<file path="config.mk">
export PLATFORM = sky130hd
export DESIGN_NAME = prbs_stim_gen
export DESIGN_NICKNAME = d
export VERILOG_FILES = /design/src/rtl/prbs_pkg.sv /design/src/rtl/prbs_divider.sv /design/src/rtl/prbs_lfsr.sv /design/src/rtl/prbs_sync.sv /design/src/rtl/prbs_stim_gen.sv
export SDC_FILE = /design/constraint.sdc
export NUM_CORES = 1
export LEC_CHECK = 0
export ABC_AREA = 0
export CORE_ASPECT_RATIO = 1.75
export CORE_MARGIN = 2
export CORE_UTILIZATION = 30
export CTS_BUF_LIST = sky130_fd_sc_hd__clkbuf_2 sky130_fd_sc_hd__clkbuf_4 sky130_fd_sc_hd__clkbuf_8
export CTS_CLUSTER_DIAMETER = 150
export DETAILED_ROUTE_END_ITERATION = 8
export DONT_BUFFER_PORTS = 1
export PLACE_DENSITY = 0.55
export SYNTH_ARGS = -nofsm -noshare
export SYNTH_HDL_FRONTEND = slang
export SYNTH_SLANG_ARGS = --single-unit
</file>
<file path="constraint.sdc">
create_clock -name clk_i -period 1.5 [get_ports clk_i]
set_clock_uncertainty 0.15 [all_clocks]
set_input_delay 0.225 -clock clk_i [delete_from_list [all_inputs] [get_ports clk_i]]
set_output_delay 0.225 -clock clk_i [all_outputs]
set_load 0.02 [all_outputs]
</file>
<file path="src/rtl/prbs_pkg.sv">
package prbs_pkg;
   // events raised by the divider for the current cycle
   typedef struct packed {
      logic step;  // last count of the bit period
      logic half;  // count just before the strobe rises
   } div_evt_t;
endpackage

</file>
<file path="src/rtl/prbs_divider.sv">
module prbs_divider
   import prbs_pkg::*;
#(
   parameter int DIV  = 48,
   parameter int RISE = 24,
   localparam int CW  = (DIV > 1) ? $clog2(DIV) : 1
) (
   input  logic          clk_i,
   input  logic          rst_i,
   input  logic          en_i,
   output logic [CW-1:0] cnt_o,
   output div_evt_t      evt_o
);
   localparam logic [CW-1:0] LAST   = CW'(DIV - 1);
   localparam logic [CW-1:0] PRE_HI = CW'(RISE - 1);

   logic [CW-1:0] cnt_q;

   always_ff @(posedge clk_i) begin
      if (rst_i)
         cnt_q <= '0;
      else if (en_i)
         cnt_q <= (cnt_q == LAST) ? '0 : cnt_q + 1'b1;
   end

   always_comb begin
      evt_o.step = en_i && (cnt_q == LAST);
      evt_o.half = en_i && (cnt_q == PRE_HI);
   end

   assign cnt_o = cnt_q;
endmodule

</file>
<file path="src/rtl/prbs_lfsr.sv">
module prbs_lfsr #(
   parameter int             W     = 9,
   parameter logic [W-1:0]   MASK  = 9'h010,
   parameter logic [W-1:0]   SEED  = '1,
   parameter bit             GUARD = 1'b1
) (
   input  logic         clk_i,
   input  logic         rst_i,
   input  logic         step_i,
   output logic [W-1:0] state_o
);
   logic [W-1:0] q, t, shifted, nxt;
   logic         fb;

   always_comb begin
      fb      = q[0];
      t       = q ^ (fb ? MASK : '0);
      shifted = {fb, t[W-1:1]};
   end

   generate
      if (GUARD) begin : g_guard
         always_comb nxt = (q == '0) ? SEED : shifted;
      end else begin : g_plain
         always_comb nxt = shifted;
      end
   endgenerate

   always_ff @(posedge clk_i) begin
      if (rst_i)
         q <= SEED;
      else if (step_i)
         q <= nxt;
   end

   assign state_o = q;
endmodule

</file>
<file path="src/rtl/prbs_sync.sv">
module prbs_sync
   import prbs_pkg::*;
(
   input  logic     clk_i,
   input  logic     rst_i,
   input  div_evt_t evt_i,
   output logic     sync_o
);
   logic q;

   always_ff @(posedge clk_i) begin
      if (rst_i)
         q <= 1'b0;
      else if (evt_i.step)
         q <= 1'b0;
      else if (evt_i.half)
         q <= 1'b1;
   end

   assign sync_o = q;
endmodule

</file>
<file path="src/rtl/prbs_stim_gen.sv">
module prbs_stim_gen
   import prbs_pkg::*;
#(
   parameter int                  DIV          = 48,
   parameter int                  LFSR_W       = 9,
   parameter logic [LFSR_W-1:0]   FB_MASK      = 9'h010,
   parameter logic [LFSR_W-1:0]   SEED         = '1,
   parameter int                  TAP_W        = 5,
   parameter int                  SYNC_AT      = DIV / 2,
   parameter bit                  LOCKUP_GUARD = 1'b1
) (
   input  logic             clk_i,
   input  logic             rst_i,
   input  logic             en_i,
   output logic             pattern_o,
   output logic [TAP_W-1:0] tap_o,
   output logic             sync_o
);
   localparam int CW = (DIV > 1) ? $clog2(DIV) : 1;

   generate
      if (DIV < 2) begin : g_bad_div
         $error("prbs_stim_gen: DIV must be at least 2");
      end
      if (TAP_W < 1 || TAP_W > LFSR_W) begin : g_bad_tap
         $error("prbs_stim_gen: TAP_W must lie in 1..LFSR_W");
      end
      if (SYNC_AT < 1 || SYNC_AT > DIV - 1) begin : g_bad_sync
         $error("prbs_stim_gen: SYNC_AT must lie in 1..DIV-1");
      end
      if (SEED == '0) begin : g_bad_seed
         $error("prbs_stim_gen: SEED must be non-zero");
      end
   endgenerate

   logic [CW-1:0]     div_cnt;
   div_evt_t          div_evt;
   logic              step_tick;
   logic [LFSR_W-1:0] lfsr_q;

   prbs_divider #(.DIV(DIV), .RISE(SYNC_AT)) u_div (
      .clk_i (clk_i),
      .rst_i (rst_i),
      .en_i  (en_i),
      .cnt_o (div_cnt),
      .evt_o (div_evt)
   );

   assign step_tick = div_evt.step;

   prbs_lfsr #(.W(LFSR_W), .MASK(FB_MASK), .SEED(SEED), .GUARD(LOCKUP_GUARD)) u_lfsr (
      .clk_i   (clk_i),
      .rst_i   (rst_i),
      .step_i  (step_tick),
      .state_o (lfsr_q)
   );

   prbs_sync u_sync (
      .clk_i  (clk_i),
      .rst_i  (rst_i),
      .evt_i  (div_evt),
      .sync_o (sync_o)
   );

   assign tap_o     = lfsr_q[TAP_W-1:0];
   assign pattern_o = lfsr_q[0];
endmodule

</file>
==> Word-level counts from Yosys, hierarchy flattened <==
Cells that the tools add are included.
{ "word_totals": {"register_bits": 16, "out_inout_bits": 7, "in_bits": 3} }
{ "classes": {"n_mux": 3, "reduce_logical": 4, "addsub": 1, "bitwise": 1, "eq_ne": 2} }
{ "op_table": {"columns": ["operator", "count"], "rows": [
  ["$logic_not A9 Y1", 1],
  ["$mux W9", 1],
  ["$xor A9 B9 Y9", 1],
  ["$add A6 B1 Y6 const B", 1],
  ["$eq A6 B5 Y1 const B", 1],
  ["$eq A6 B6 Y1 const B", 1],
  ["$mux W6", 1],
  ["$mux W5", 1],
  ["$logic_and A1 B1 Y1", 2],
  ["$reduce_or A2 Y1", 1]
]} }

==> Depth between registers and ports, before layout <==
{ "depth": {"ltp_word": 3, "mapped_depth": 5, "mapped_depth_nobuf": 4} }

==> Hierarchy <==
Synthesis repeated with hierarchy kept, for this count alone.
{ "unflattened": {"hier_cells": 71, "area_unflattened_um2": 728.2} }
{ "modules_own_cells": {"columns": ["mod", "area_per_inst_um2", "cells_each", "seq_area_each_um2", "n_inst"], "rows": [
  ["prbs_lfsr", 385.4, 36, 180.2, 1],
  ["prbs_divider", 301.5, 31, 120.1, 1],
  ["prbs_sync", 33.8, 3, 20.0, 1],
  ["prbs_stim_gen", 7.5, 1, 0.0, 1]
]} }

==> Least setup slack after synthesis <==
Ideal clock, no wire load.
{ "synth_timing": {"path_type": "register to register", "start": "register u_div.cnt_q[0], in the netlist u_div.cnt_o[0]", "end": "register u_sync.q, in the netlist u_sync.sync_o", "arrival_time_ns": 1.251, "setup_slack_ns": -0.001, "stages_incl_launch_ff": 6, "path_cell_list": "dfxtp_1 -> ha_1 -> and4_1 -> and2_4 -> buf_6 -> a2111oi_4"} }
{ "synth_via": {"elab_chain_cells": 3} }
{ "synth_rtl": {"columns": ["item", "line_no", "text"], "rows": [
  ["from (decl)", "prbs_divider.sv:17", "logic [CW-1:0] cnt_q;"],
  ["from (signal assigned)", "prbs_divider.sv:23", "cnt_q <= (cnt_q == LAST) ? '0 : cnt_q + 1'b1;"],
  ["$eq A6 B6 Y1", "prbs_divider.sv:27", "evt_o.step = en_i && (cnt_q == LAST);"],
  ["$logic_and A1 B1 Y1", "prbs_divider.sv:27", null],
  ["$reduce_or A2 Y1 (no source line)", null, null],
  ["to (signal assigned)", "prbs_sync.sv:13", "q <= 1'b0;"],
  ["to (signal assigned)", "prbs_sync.sv:15", "q <= 1'b0;"],
  ["to (signal assigned)", "prbs_sync.sv:17", "q <= 1'b1;"],
  ["to (decl)", "prbs_sync.sv:9", "logic q;"]
]} }
Several ways; a longest one is shown, not always the timed one.
A chain may end at the register's enable or synchronous reset.

==> Worst setup path after layout <==
{ "layout_timing": {"start": "register u_div.cnt_q[1], in the netlist u_div.cnt_o[1]", "end": "register u_lfsr.q[0], in the netlist u_lfsr.state_o[0]"} }
{ "layout_via": {"elab_chain_cells": 2} }
{ "layout_rtl": {"columns": ["item", "line_no", "text"], "rows": [
  ["$eq A6 B6 Y1", "prbs_divider.sv:27", null],
  ["$logic_and A1 B1 Y1", "prbs_divider.sv:27", null],
  ["to (signal assigned)", "prbs_lfsr.sv:33", "q <= nxt;"],
  ["to (decl)", "prbs_lfsr.sv:12", "logic [W-1:0] q, t, shifted, nxt;"]
]} }
No other way between the ends.

==> impl_metrics.env <==
export IMPL_clock_tree_buffer_depth=2
export IMPL_grt_util_met3=0.0323
export IMPL_cp_max_fo=6
export IMPL_critical_path_cell_chain="ha_2, and4_4, buf_4, a211oi_1, a31oi_1"
export IMPL_p_leak_nw=0.336
export IMPL_hpwl_mm=1.09
export IMPL_min_period_ns=1.42
export IMPL_root_buffer="clkbuf_8"
export IMPL_critPathMaxStageDelay_ns=0.33
export IMPL_start_kind="flip-flop"
export IMPL_grt_overflow_total=0
export IMPL_dpl_cell_area_um2=821
export IMPL_status="finished, final reports clean"
export IMPL_yosysTopAreaCell="dfxtp_1"
export IMPL_cts_tree="built"
export IMPL_peakVddDrop_uv=439
export IMPL_worst_pin_slew_ns=0.408
export IMPL_cp_required_ns=1.49
export IMPL_syn_area_um2=793
export IMPL_grt_max_degree=19
export IMPL_postCtsSetupBuffers=0
export IMPL_syn_area_per_cell_um2=9.67
export IMPL_hold_viol=0
export IMPL_wl_mm=1.54
export IMPL_synth_edff_count=0
export IMPL_wl_per_cell_um=13.5
export IMPL_drcViolationCount=0
export IMPL_drive_gt1_frac=0.261
export IMPL_via_count=608
export IMPL_fillers=263
export IMPL_setup_viol=0
export IMPL_rows=24
export IMPL_clock_latency_ns=0.25
export IMPL_fmax_mhz=705
export IMPL_synth_cell_types=25
export IMPL_die_w_um=42.9
export IMPL_cts_buffers=3
export IMPL_dieHeight_um=72.0
export IMPL_drtPass1Iterations=2
export IMPL_nets=93
export IMPL_r2r_slack_ns=0.08
export IMPL_cts_sinks=16
export IMPL_antenna_found_initial=0
export IMPL_use_met2=0.172
export IMPL_rsz0062_at_grt="no"
export IMPL_grt_pass1_wl_mm=2.61
export IMPL_yosysMostFrequentCell="dfxtp_1"
export IMPL_first_global_vias=571
export IMPL_hp_class="in -> reg"
export IMPL_start_util=0.318
export IMPL_drt_initial_drc_count=7
export IMPL_worst_setup_path_end_kind="flip-flop"
export IMPL_synthFlopType="dfxtp_1"
export IMPL_io_buffers=0
export IMPL_max_slew_margin_rel=0.726
export IMPL_worst_ep_arrival_time_ns=1.41
export IMPL_area_growth_pct=15.6
export IMPL_top_usage_layer="met2"
export IMPL_viasPerCell=5.33
export IMPL_ant_nets=0
export IMPL_postLayoutCellArea_um2=917
export IMPL_track_usage=0.113
export IMPL_worst_slack_ns=0.0813
export IMPL_pre_cts_slack_ns=0.0379
export IMPL_fin_crit_sh=0.946
export IMPL_syn_num_nets=86
export IMPL_yosys_warnings=0
export IMPL_yosysSeqAreaShare=0.404
export IMPL_whs_ns=0.00429
export IMPL_yosys_area_top_type_share=0.404
export IMPL_clkTransAtPathRegs_ns=0.06
export IMPL_yosys_register_bits=16
export IMPL_slew_viol_final=0
export IMPL_synth_commonest_cells="dfxtp_1, nor2_1, a211oi_1, a31oi_1, buf_4"
export IMPL_htree_num_levels=1
export IMPL_maxCapViolCount=0
export IMPL_place_congestion=0.694
export IMPL_ios=10
export IMPL_setup_tns_ns=0
export IMPL_met1_usage=0.134
export IMPL_cpMaxStageDelayCell="dfxtp_2"
export IMPL_yosys_top_cells_area="dfxtp_1, a211oi_1, nor2_1"
export IMPL_async_reset_ff_frac=0
export IMPL_core_um2=2490
export IMPL_dieArea_um2=3090
export IMPL_n_antenna_cell=0
export IMPL_crit_type="reg -> reg"
export IMPL_pwr_density_cell_nw_per_um2=924
export IMPL_netlist_instances=82
-- power breakdown --
part	internal, mW	leakage [nW]	switching [mW]
Combinational	0.0176	0.177	0.0147
Sequential	0.431	0.130	0.00453
Clock	0.233	0.0288	0.146
Total	0.682	0.336	0.165
-- stage by stage --
stage,util,power (mW),std cells
finish,0.368,0.847,114
global route,0.368,0.880,114
CTS,0.359,0.856,113
detailed placement,0.329,0.469,107
global placement,0.329,0.467,107
floorplan,-,0.467,82
-- cell usage in the layout (no fill, tap or decap), types with 2 or more instances in the layout --
master and n:
nor2_1 14, mux2i_1 3, dfxtp_1 15, a211oi_1 9
dlygate4sd3_1 2, nor2b_1 2, a31oi_1 8, nor4_2 2
clkbuf_8 4, nand2_1 2, xor2_1 3, buf_4 9
and2_4 2
-- metal layers --
layer,vias to the layer above,part of all wire
met5,-,0
met4,0,0.033
met3,5,0.043
met2,12,0.50
met1,287,0.42
li1,304,-
-- registers in the layout (all words and copies together), names as in the netlist --
name            flops
u_sync.sync_o       1
u_lfsr.state_o      9
u_div.cnt_o         6
-- critical path, delay by kind of cell (launching register included) --
family	cells	cell delay (ns)
buf+inv	1	0.15
compound gates	2	0.30
simple gates	1	0.20
flops	1	0.33
fa+ha+maj	1	0.18
-- timing repair --
item / 4_1_cts / 5_1_grt
endpoints found under the hold margin: 6 / 0
hold buffers: 2 / 0
endpoints found under the setup margin: 0 / 13
gates resized for setup: 0 / 4
-- area by class of cell --
cell class                 instances  area [µm²]  share of cell area
multi-input combinational         56         417               0.454
inverter                           1        3.75             0.00409
tap                               26        32.5              0.0355
sequential                        16         322               0.351
timing repair buffer              11        87.6              0.0955
clock buffer                       4        55.1              0.0600
-- kinds of logic (layout without fill, tap and decap cells) --
group                    after synthesis  in the layout  share of synthesized area
AND/OR/NAND/NOR                       25             26                      0.183
AO/OA/AOI/OAI                         22             22                      0.216
flip-flops                            16             16                      0.404
buffers and inverters                 11             16                     0.0994
XOR/XNOR                               4              4                     0.0442
multiplexers                           3              3                     0.0379
adder cells (fa/ha/maj)                1              1                     0.0158
-- path summary, 6_finish.rpt --
path	from	to	cells after the start
worst min-delay path	rst_i	u_lfsr.state_o[5]	2
worst min register to register	u_div.cnt_o[5]	u_div.cnt_o[5]	2
worst max-delay path	u_div.cnt_o[1]	u_lfsr.state_o[0]	5
worst max register to register	u_div.cnt_o[1]	u_lfsr.state_o[0]	5
No activity file was read; power rests on OpenSTA's default activity.
